File: src/rtl/serial_rx_pkg.sv
`timescale 1ns/1ps
package serial_rx_pkg;
  typedef enum logic [1:0] {RX_HUNT, RX_START, RX_DATA, RX_STOP} rx_state_e;

  function automatic logic vote3(input logic a, input logic b, input logic c);
    return (a & b) | (a & c) | (b & c);
  endfunction

  function automatic logic split3(input logic a, input logic b, input logic c);
    return (a ^ b) | (b ^ c);
  endfunction
endpackage

File: src/rtl/serial_rx_sync.sv
`timescale 1ns/1ps
module serial_rx_sync #(
  parameter int STAGES = 2
) (
  input  logic clk,
  input  logic rst_n,
  input  logic din,
  output logic dout
);
  logic [STAGES-1:0] chain;

  generate
    for (genvar i = 0; i < STAGES; i++) begin : g_stage
      always_ff @(posedge clk or negedge rst_n) begin
        if (!rst_n) chain[i] <= 1'b1;
        else        chain[i] <= (i == 0) ? din : chain[(i == 0) ? 0 : i-1];
      end
    end
  endgenerate

  assign dout = chain[STAGES-1];
endmodule

File: src/rtl/serial_rx_framer.sv
`timescale 1ns/1ps
module serial_rx_framer import serial_rx_pkg::*; #(
  parameter int OSR  = 16,
  parameter int WMAX = 9
) (
  input  logic            clk,
  input  logic            rst_n,
  input  logic            tick,
  input  logic            en,
  input  logic            rxs,
  input  logic            word9,
  output logic            frame_done,
  output logic [WMAX-1:0] word_q,
  output logic            noise_q,
  output logic            stop_bad_q,
  output logic            hunting
);
  localparam int PW = $clog2(OSR);
  localparam int BW = $clog2(WMAX);
  localparam logic [PW-1:0] P_QA   = PW'(OSR/8);
  localparam logic [PW-1:0] P_QB   = PW'(OSR/4);
  localparam logic [PW-1:0] P_QC   = PW'(3*OSR/8);
  localparam logic [PW-1:0] P_MA   = PW'(OSR/2 - 1);
  localparam logic [PW-1:0] P_MB   = PW'(OSR/2);
  localparam logic [PW-1:0] P_MC   = PW'(OSR/2 + 1);
  localparam logic [PW-1:0] P_LAST = PW'(OSR - 1);

  rx_state_e       st;
  logic [PW-1:0]   ph;
  logic [BW-1:0]   bidx;
  logic [BW-1:0]   last_bit;
  logic            s_a, s_b, prev_hi, nz;
  logic [WMAX-1:0] acc;
  logic            maj, odd_one;

  assign last_bit = word9 ? BW'(WMAX-1) : BW'(WMAX-2);
  assign maj      = vote3(s_a, s_b, rxs);
  assign odd_one  = split3(s_a, s_b, rxs);
  assign hunting  = (st == RX_HUNT);

  always_ff @(posedge clk or negedge rst_n) begin
    if (!rst_n) begin
      st         <= RX_HUNT;
      ph         <= '0;
      bidx       <= '0;
      s_a        <= 1'b1;
      s_b        <= 1'b1;
      prev_hi    <= 1'b0;
      nz         <= 1'b0;
      acc        <= '0;
      frame_done <= 1'b0;
      word_q     <= '0;
      noise_q    <= 1'b0;
      stop_bad_q <= 1'b0;
    end else begin
      frame_done <= 1'b0;
      if (!en) begin
        st      <= RX_HUNT;
        ph      <= '0;
        prev_hi <= 1'b0;
      end else if (tick) begin
        ph <= (ph == P_LAST) ? '0 : ph + 1'b1;
        unique case (st)
          RX_HUNT: begin
            prev_hi <= rxs;
            if (prev_hi && !rxs) begin
              st  <= RX_START;
              ph  <= PW'(1);
              acc <= '0;
              nz  <= 1'b0;
            end
          end
          RX_START: begin
            if (ph == P_QA) s_a <= rxs;
            if (ph == P_QB) s_b <= rxs;
            if (ph == P_QC && maj) begin
              st      <= RX_HUNT;
              prev_hi <= rxs;
            end else if (ph == P_LAST) begin
              st   <= RX_DATA;
              bidx <= '0;
            end
          end
          RX_DATA: begin
            if (ph == P_MA) s_a <= rxs;
            if (ph == P_MB) s_b <= rxs;
            if (ph == P_MC) begin
              acc[bidx] <= maj;
              nz        <= nz | odd_one;
            end
            if (ph == P_LAST) begin
              if (bidx == last_bit) st <= RX_STOP;
              else                  bidx <= bidx + 1'b1;
            end
          end
          RX_STOP: begin
            if (ph == P_MA) s_a <= rxs;
            if (ph == P_MB) s_b <= rxs;
            if (ph == P_MC) begin
              frame_done <= 1'b1;
              word_q     <= acc;
              noise_q    <= nz | odd_one;
              stop_bad_q <= !maj;
              st         <= RX_HUNT;
              prev_hi    <= rxs;
            end
          end
          default: st <= RX_HUNT;
        endcase
      end
    end
  end
endmodule

File: src/rtl/serial_rx_idle.sv
`timescale 1ns/1ps
module serial_rx_idle #(
  parameter int OSR  = 16,
  parameter int WMAX = 9
) (
  input  logic clk,
  input  logic rst_n,
  input  logic tick,
  input  logic en,
  input  logic rxs,
  input  logic hunting,
  input  logic word9,
  input  logic frame_done,
  input  logic restart,
  input  logic asleep,
  output logic idle_hit,
  output logic idle_pulse
);
  localparam int CW = $clog2((WMAX + 2) * OSR + 1);
  localparam logic [CW-1:0] LIM9 = CW'((WMAX + 2) * OSR);
  localparam logic [CW-1:0] LIM8 = CW'((WMAX + 1) * OSR);

  logic [CW-1:0] cnt;
  logic [CW-1:0] lim;
  logic          armed;
  logic          high_tick;

  assign lim       = word9 ? LIM9 : LIM8;
  assign high_tick = en && !restart && tick && hunting && rxs;
  assign idle_hit  = high_tick && (cnt == lim - 1'b1);

  always_ff @(posedge clk or negedge rst_n) begin
    if (!rst_n) begin
      cnt        <= '0;
      armed      <= 1'b0;
      idle_pulse <= 1'b0;
    end else begin
      idle_pulse <= idle_hit && armed && !asleep;
      if (!en || restart)        cnt <= '0;
      else if (high_tick)        cnt <= (cnt == lim) ? cnt : cnt + 1'b1;
      else if (tick)             cnt <= '0;
      if (frame_done)            armed <= 1'b1;
      else if (idle_hit)         armed <= 1'b0;
    end
  end
endmodule

File: src/rtl/serial_rx_out.sv
`timescale 1ns/1ps
module serial_rx_out #(
  parameter int WMAX = 9
) (
  input  logic            clk,
  input  logic            rst_n,
  input  logic            en,
  input  logic            frame_done,
  input  logic [WMAX-1:0] word,
  input  logic            noise,
  input  logic            stop_bad,
  input  logic            word9,
  input  logic            par_en,
  input  logic            par_odd,
  input  logic            wake_addr,
  input  logic            sleep_req,
  input  logic            idle_hit,
  input  logic            rx_ready,
  output logic            rx_valid,
  output logic [WMAX-1:0] rx_data,
  output logic            err_noise,
  output logic            err_frame,
  output logic            err_parity,
  output logic            err_overrun,
  output logic            asleep,
  output logic            sleep_start
);
  logic msb, perr, addr_hit, take, full, pop;

  assign msb         = word9 ? word[WMAX-1] : word[WMAX-2];
  assign perr        = par_en && ((^word) ^ par_odd);
  assign addr_hit    = asleep && wake_addr && frame_done && msb;
  assign take        = en && frame_done && (!asleep || addr_hit);
  assign full        = rx_valid && !rx_ready;
  assign pop         = rx_valid && rx_ready;
  assign sleep_start = en && sleep_req && !asleep;

  always_ff @(posedge clk or negedge rst_n) begin
    if (!rst_n) begin
      asleep <= 1'b0;
    end else if (!en) begin
      asleep <= 1'b0;
    end else if (sleep_start) begin
      asleep <= 1'b1;
    end else if (addr_hit || (asleep && !wake_addr && idle_hit)) begin
      asleep <= 1'b0;
    end
  end

  always_ff @(posedge clk or negedge rst_n) begin
    if (!rst_n) begin
      rx_valid    <= 1'b0;
      rx_data     <= '0;
      err_noise   <= 1'b0;
      err_frame   <= 1'b0;
      err_parity  <= 1'b0;
      err_overrun <= 1'b0;
    end else if (take && full) begin
      err_overrun <= 1'b1;
    end else if (take) begin
      rx_valid    <= 1'b1;
      rx_data     <= word;
      err_noise   <= noise;
      err_frame   <= stop_bad;
      err_parity  <= perr;
      err_overrun <= 1'b0;
    end else if (pop) begin
      rx_valid    <= 1'b0;
      err_noise   <= 1'b0;
      err_frame   <= 1'b0;
      err_parity  <= 1'b0;
      err_overrun <= 1'b0;
    end
  end
endmodule

File: src/rtl/serial_rx.sv
`timescale 1ns/1ps
module serial_rx #(
  parameter int OSR       = 16,
  parameter int WMAX      = 9,
  parameter int SYNC_STGS = 2
) (
  input  logic            clk,
  input  logic            rst_n,
  input  logic            tick,
  input  logic            rx_in,
  input  logic            rx_en,
  input  logic            word9,
  input  logic            par_en,
  input  logic            par_odd,
  input  logic            wake_addr,
  input  logic            sleep_req,
  output logic            rx_valid,
  input  logic            rx_ready,
  output logic [WMAX-1:0] rx_data,
  output logic            err_noise,
  output logic            err_frame,
  output logic            err_parity,
  output logic            err_overrun,
  output logic            idle_pulse,
  output logic            asleep
);
  logic            rxs;
  logic            frame_done, noise_q, stop_bad_q, hunting;
  logic [WMAX-1:0] word_q;
  logic            idle_hit, sleep_start;

  serial_rx_sync #(.STAGES(SYNC_STGS)) u_sync (
    .clk(clk), .rst_n(rst_n), .din(rx_in), .dout(rxs)
  );

  serial_rx_framer #(.OSR(OSR), .WMAX(WMAX)) u_framer (
    .clk(clk), .rst_n(rst_n), .tick(tick), .en(rx_en), .rxs(rxs),
    .word9(word9), .frame_done(frame_done), .word_q(word_q),
    .noise_q(noise_q), .stop_bad_q(stop_bad_q), .hunting(hunting)
  );

  serial_rx_idle #(.OSR(OSR), .WMAX(WMAX)) u_idle (
    .clk(clk), .rst_n(rst_n), .tick(tick), .en(rx_en), .rxs(rxs),
    .hunting(hunting), .word9(word9), .frame_done(frame_done),
    .restart(sleep_start), .asleep(asleep), .idle_hit(idle_hit),
    .idle_pulse(idle_pulse)
  );

  serial_rx_out #(.WMAX(WMAX)) u_out (
    .clk(clk), .rst_n(rst_n), .en(rx_en), .frame_done(frame_done),
    .word(word_q), .noise(noise_q), .stop_bad(stop_bad_q), .word9(word9),
    .par_en(par_en), .par_odd(par_odd), .wake_addr(wake_addr),
    .sleep_req(sleep_req), .idle_hit(idle_hit), .rx_ready(rx_ready),
    .rx_valid(rx_valid), .rx_data(rx_data), .err_noise(err_noise),
    .err_frame(err_frame), .err_parity(err_parity),
    .err_overrun(err_overrun), .asleep(asleep), .sleep_start(sleep_start)
  );
endmodule

File: config.mk
export PLATFORM = sky130hd
export DESIGN_NAME = serial_rx
export DESIGN_NICKNAME = d
export VERILOG_FILES = /design/src/rtl/serial_rx_pkg.sv /design/src/rtl/serial_rx_sync.sv /design/src/rtl/serial_rx_framer.sv /design/src/rtl/serial_rx_idle.sv /design/src/rtl/serial_rx_out.sv /design/src/rtl/serial_rx.sv
export SDC_FILE = /design/constraint.sdc
export NUM_CORES = 1
export LEC_CHECK = 0
export BUFFER_PORTS_ARGS = -buffer_cell sky130_fd_sc_hd__buf_2
export CORE_MARGIN = 2
export CORE_UTILIZATION = 40
export CTS_CLUSTER_DIAMETER = 120
export CTS_CLUSTER_SIZE = 25
export DETAILED_ROUTE_END_ITERATION = 8
export SLEW_MARGIN = 5
export SYNTH_ARGS = -nofsm -noshare
export SYNTH_HDL_FRONTEND = slang
export SYNTH_SLANG_ARGS = --single-unit
File: constraint.sdc
create_clock -name clk -period 1.9 [get_ports clk]
set_input_delay 0.285 -clock clk [delete_from_list [all_inputs] [get_ports clk]]
set_output_delay 0.285 -clock clk [all_outputs]
set_load 0.005 [all_outputs]
==> impl_metrics.toml <==
[detailed_routing]
drc = 0
wl_per_cell_um = 13.9
drt_iter0_drc = 57
postRouteAntennaNets = 0
firstDrtPassIters = 4
viasPerCell = 5.18
via_count = 2532
wl_mm = 6.82

[yosys]
synthArstFlopShare = 1.00
syn_area_sq_mm = 0.00333
yosysWarnings = 0
synth_seq_area_share = 0.467
ys_types = 58
syn_nets = 360
ys.flop_type = "dfrtp_1"
synth_cells = 332
synth_largest_area_cell = "dfrtp_1"
ys_ff_latch = 62
yosys.area.top_type_share = 0.435
synth.area.top_cells = "dfrtp_1, nand2_1, ha_1"
synth_edf_count = 0
avgSynthCellArea_sq_um = 10.0

[cells_and_area]
instances_no_fill = 489
antenna_cells = 0
final_nets = 407
drive_gt1_frac = 0.271
syn_to_final_growth_pct = 20.2
final_util = 0.493
final_area_sq_mm = 0.00401

[place]
io_buffers = 26
place_area_sq_mm = 0.00368
placedCellCount = 468
gp_congestion = 0.805
hpwl_mm = 4.94

[floorplanning]
core_sq_mm = 0.00813
dieArea_sq_mm = 0.00908
ios = 27
start_util = 0.410
fp.dieH_um = 95.3
chipWidth_um = 95.3
fp-row-count = 33

[worst_setup_path]
rrSetupSlack_ns = 0.08
r2r-start = "u_framer.st[0]"
worstSetupStartpointType = "flip-flop"
critical_path_class = "reg2reg"
critPathRequiredTime_ns = 2.17
cp_max_fo = 9
r2r_cells = 7
end_kind = "flip-flop"
r2r-end = "u_framer.acc[3]"
critPathArrivalTime_ns = 2.09

[global_routing]
grtUsageTotal = 0.165
antenna_found_initial = 0
first_global_vias = 2473
grt_pass1_wl_mm = 11.6
grt-ovfl-total = 0
grt_max_degree = 50

[status]
status = "completed"

[timing]
skew_ns = 0.0124
max_freq_mhz = 550
tns_ns = 0
setup_viol = 0
final.min_clock_period_ns = 1.82
hold_viol = 0
fin_crit_sh = 0.957
slew_headroom = 0.675
worstMarginPinSlew_ns = 0.488
drv_slew = 0

[clock_tree]
clkSlewWorstSetupHoldPaths_ns = 0.07
cts_tree = "built"
cts_max_path_buffers = 2
clock_sinks = 62
cts_root_buf = "clkbuf_8"
cts_htree_levels = 3
numCtsBuffers = 9
insertion_delay_ns = 0.33

[worst_hold_path]
whs_path_depth = 1
hold_end = "u_sync.chain[0]"
holdCritStartpoint = "rx_in"
worstHoldPathType = "in2reg"

[power]
p_per_area_mw_per_mm2 = 774
p_leak_nw = 1.85
peakVddDrop_uv = 332
total_power_mw = 3.10

[job]
cap_violations = 0
==> report_power, final <==
group	leakage [nW]	internal, mW	switching [mW]
combinational	0.912	0.191	0.267
sequential	0.839	1.40	0.0794
clock	0.0996	0.610	0.558
total	1.85	2.20	0.905
==> critical path: stages, from the launching register on <==
cell and delay, ns:
dfrtp_1 0.39, inv_2 0.13, ha_4 0.18, nand4b_1 0.13, a221o_1 0.35, or2_4 0.29
o21ai_1 0.14, a22o_1 0.15
==> how the worst max path moves through the flow <==
stage / slack, ns / startpoint / endpoint / cells after the start
final: 0.08 / u_framer.st[0] / u_framer.acc[3] / 7
after global placement: -0.02 / u_sync.dout / u_framer.acc[4] / 5
after global routing: -0.01 / u_framer.st[1] / u_out.asleep / 7
after detailed placement: -0.05 / u_sync.dout / u_framer.acc[3] / 5
after floorplan: 0.02 / u_framer.st[0] / u_framer.acc[0] / 9
after CTS: 0.0006 / u_framer.st[0] / u_framer.s_b / 6
==> stage by stage <==
step	hold WS, ns	worst slack, ns
global route	0.0396	-0.0125
detailed placement	0.219	-0.0515
finish	0.0482	0.0810
CTS	0.0354	0.000552
global placement	0.216	-0.0230
floorplan	-0.0106	0.0217
==> logic make-up (layout without fill, tap and decap cells) <==
kind of cell / after synthesis / count (layout) / share of synthesized area
adder cells (fa/ha/maj): 17 / 17 / 0.0638
flip-flops: 62 / 62 / 0.467
AO/OA/AOI/OAI: 75 / 75 / 0.156
XOR/XNOR: 11 / 11 / 0.0289
buffers and inverters: 23 / 75 / 0.0285
AND/OR/NAND/NOR: 125 / 125 / 0.194
multiplexers: 19 / 19 / 0.0619
==> layer usage <==
| layer | global-route usage | share of wire | wire length (um) |
|---|---|---|---|
| met1 | 0.216 | 0.49 | 3330 |
| met5 | 0 | 0 | 0 |
| met4 | 0.0833 | 0.023 | 155 |
| met2 | 0.262 | 0.46 | 3100 |
| met3 | 0.0261 | 0.033 | 227 |
==> cell type report <==
cell class | instances | area, sq um
Fill cell | 761 | 4130
Multi-Input combinational cell | 247 | 1770
Sequential cell | 62 | 1560
Timing Repair Buffer | 47 | 303
Tap cell | 105 | 131
Clock buffer | 9 | 124
Clock inverter | 7 | 73.8
Inverter | 12 | 45.0
==> cells in the mapped netlist, types with 2 or more instances <==
| cell type | count |
|---|---|
| and3b_1 | 2 |
| clkbuf_1 | 6 |
| o21ai_0 | 7 |
| and2_1 | 2 |
| a21boi_0 | 3 |
| o22ai_1 | 2 |
| o22a_1 | 2 |
| nand2_1 | 59 |
| or4_4 | 2 |
| nor2b_1 | 5 |
| xnor2_1 | 10 |
| and3_1 | 5 |
| dfrtp_1 | 58 |
| o21a_1 | 4 |
| nor2_1 | 15 |
| a22o_1 | 11 |
| nand3_1 | 11 |
| a21oi_1 | 12 |
| buf_2 | 4 |
| mux2i_1 | 6 |
| o211ai_1 | 2 |
| o21ai_1 | 10 |
| nand4_1 | 2 |
| a31oi_1 | 4 |
| a211oi_1 | 3 |
| nand4bb_1 | 2 |
| nand3b_1 | 2 |
| mux2_2 | 13 |
| nand4b_1 | 2 |
| nand2b_1 | 6 |
| inv_1 | 12 |
| ha_1 | 17 |
| dfstp_2 | 4 |
| a21o_1 | 3 |
==> cells in the final DEF, fill, tap and decap left out, drive strengths merged, types with 3 or more instances in the layout <==
cell type  instances
a211oi             3
a21boi             4
a21o               3
a21oi             12
a22o              11
a31oi              4
and2               3
and3               5
buf               46
clkbuf             9
clkinv             4
dfrtp             58
dfstp              4
ha                17
inv               13
mux2              13
mux2i              6
nand2             59
nand2b             7
nand3             12
nand4              3
nor2              15
nor2b              5
o21a               4
o21ai             18
xnor2             10
==> flip-flops by register name, summed over array words and instances (netlist names), 2 cells and up <==
signal,flops
u_framer.bidx,4
u_framer.st,2
u_framer.word_q,9
u_framer.acc,9
u_idle.cnt,8
u_framer.ph,4
u_out.rx_data,9
==> timing repair <==
| item | in CTS | in global routing |
|---|---|---|
| gates resized for setup | 4 | 16 |
| endpoints found under the hold margin | 11 | 0 |
| hold buffers | 1 | 0 |
| setup endpoints to repair | 12 | 28 |
| setup buffers | 0 | 4 |
| pin swaps | 0 | 4 |
No activity file was read; power rests on OpenSTA's default activity.
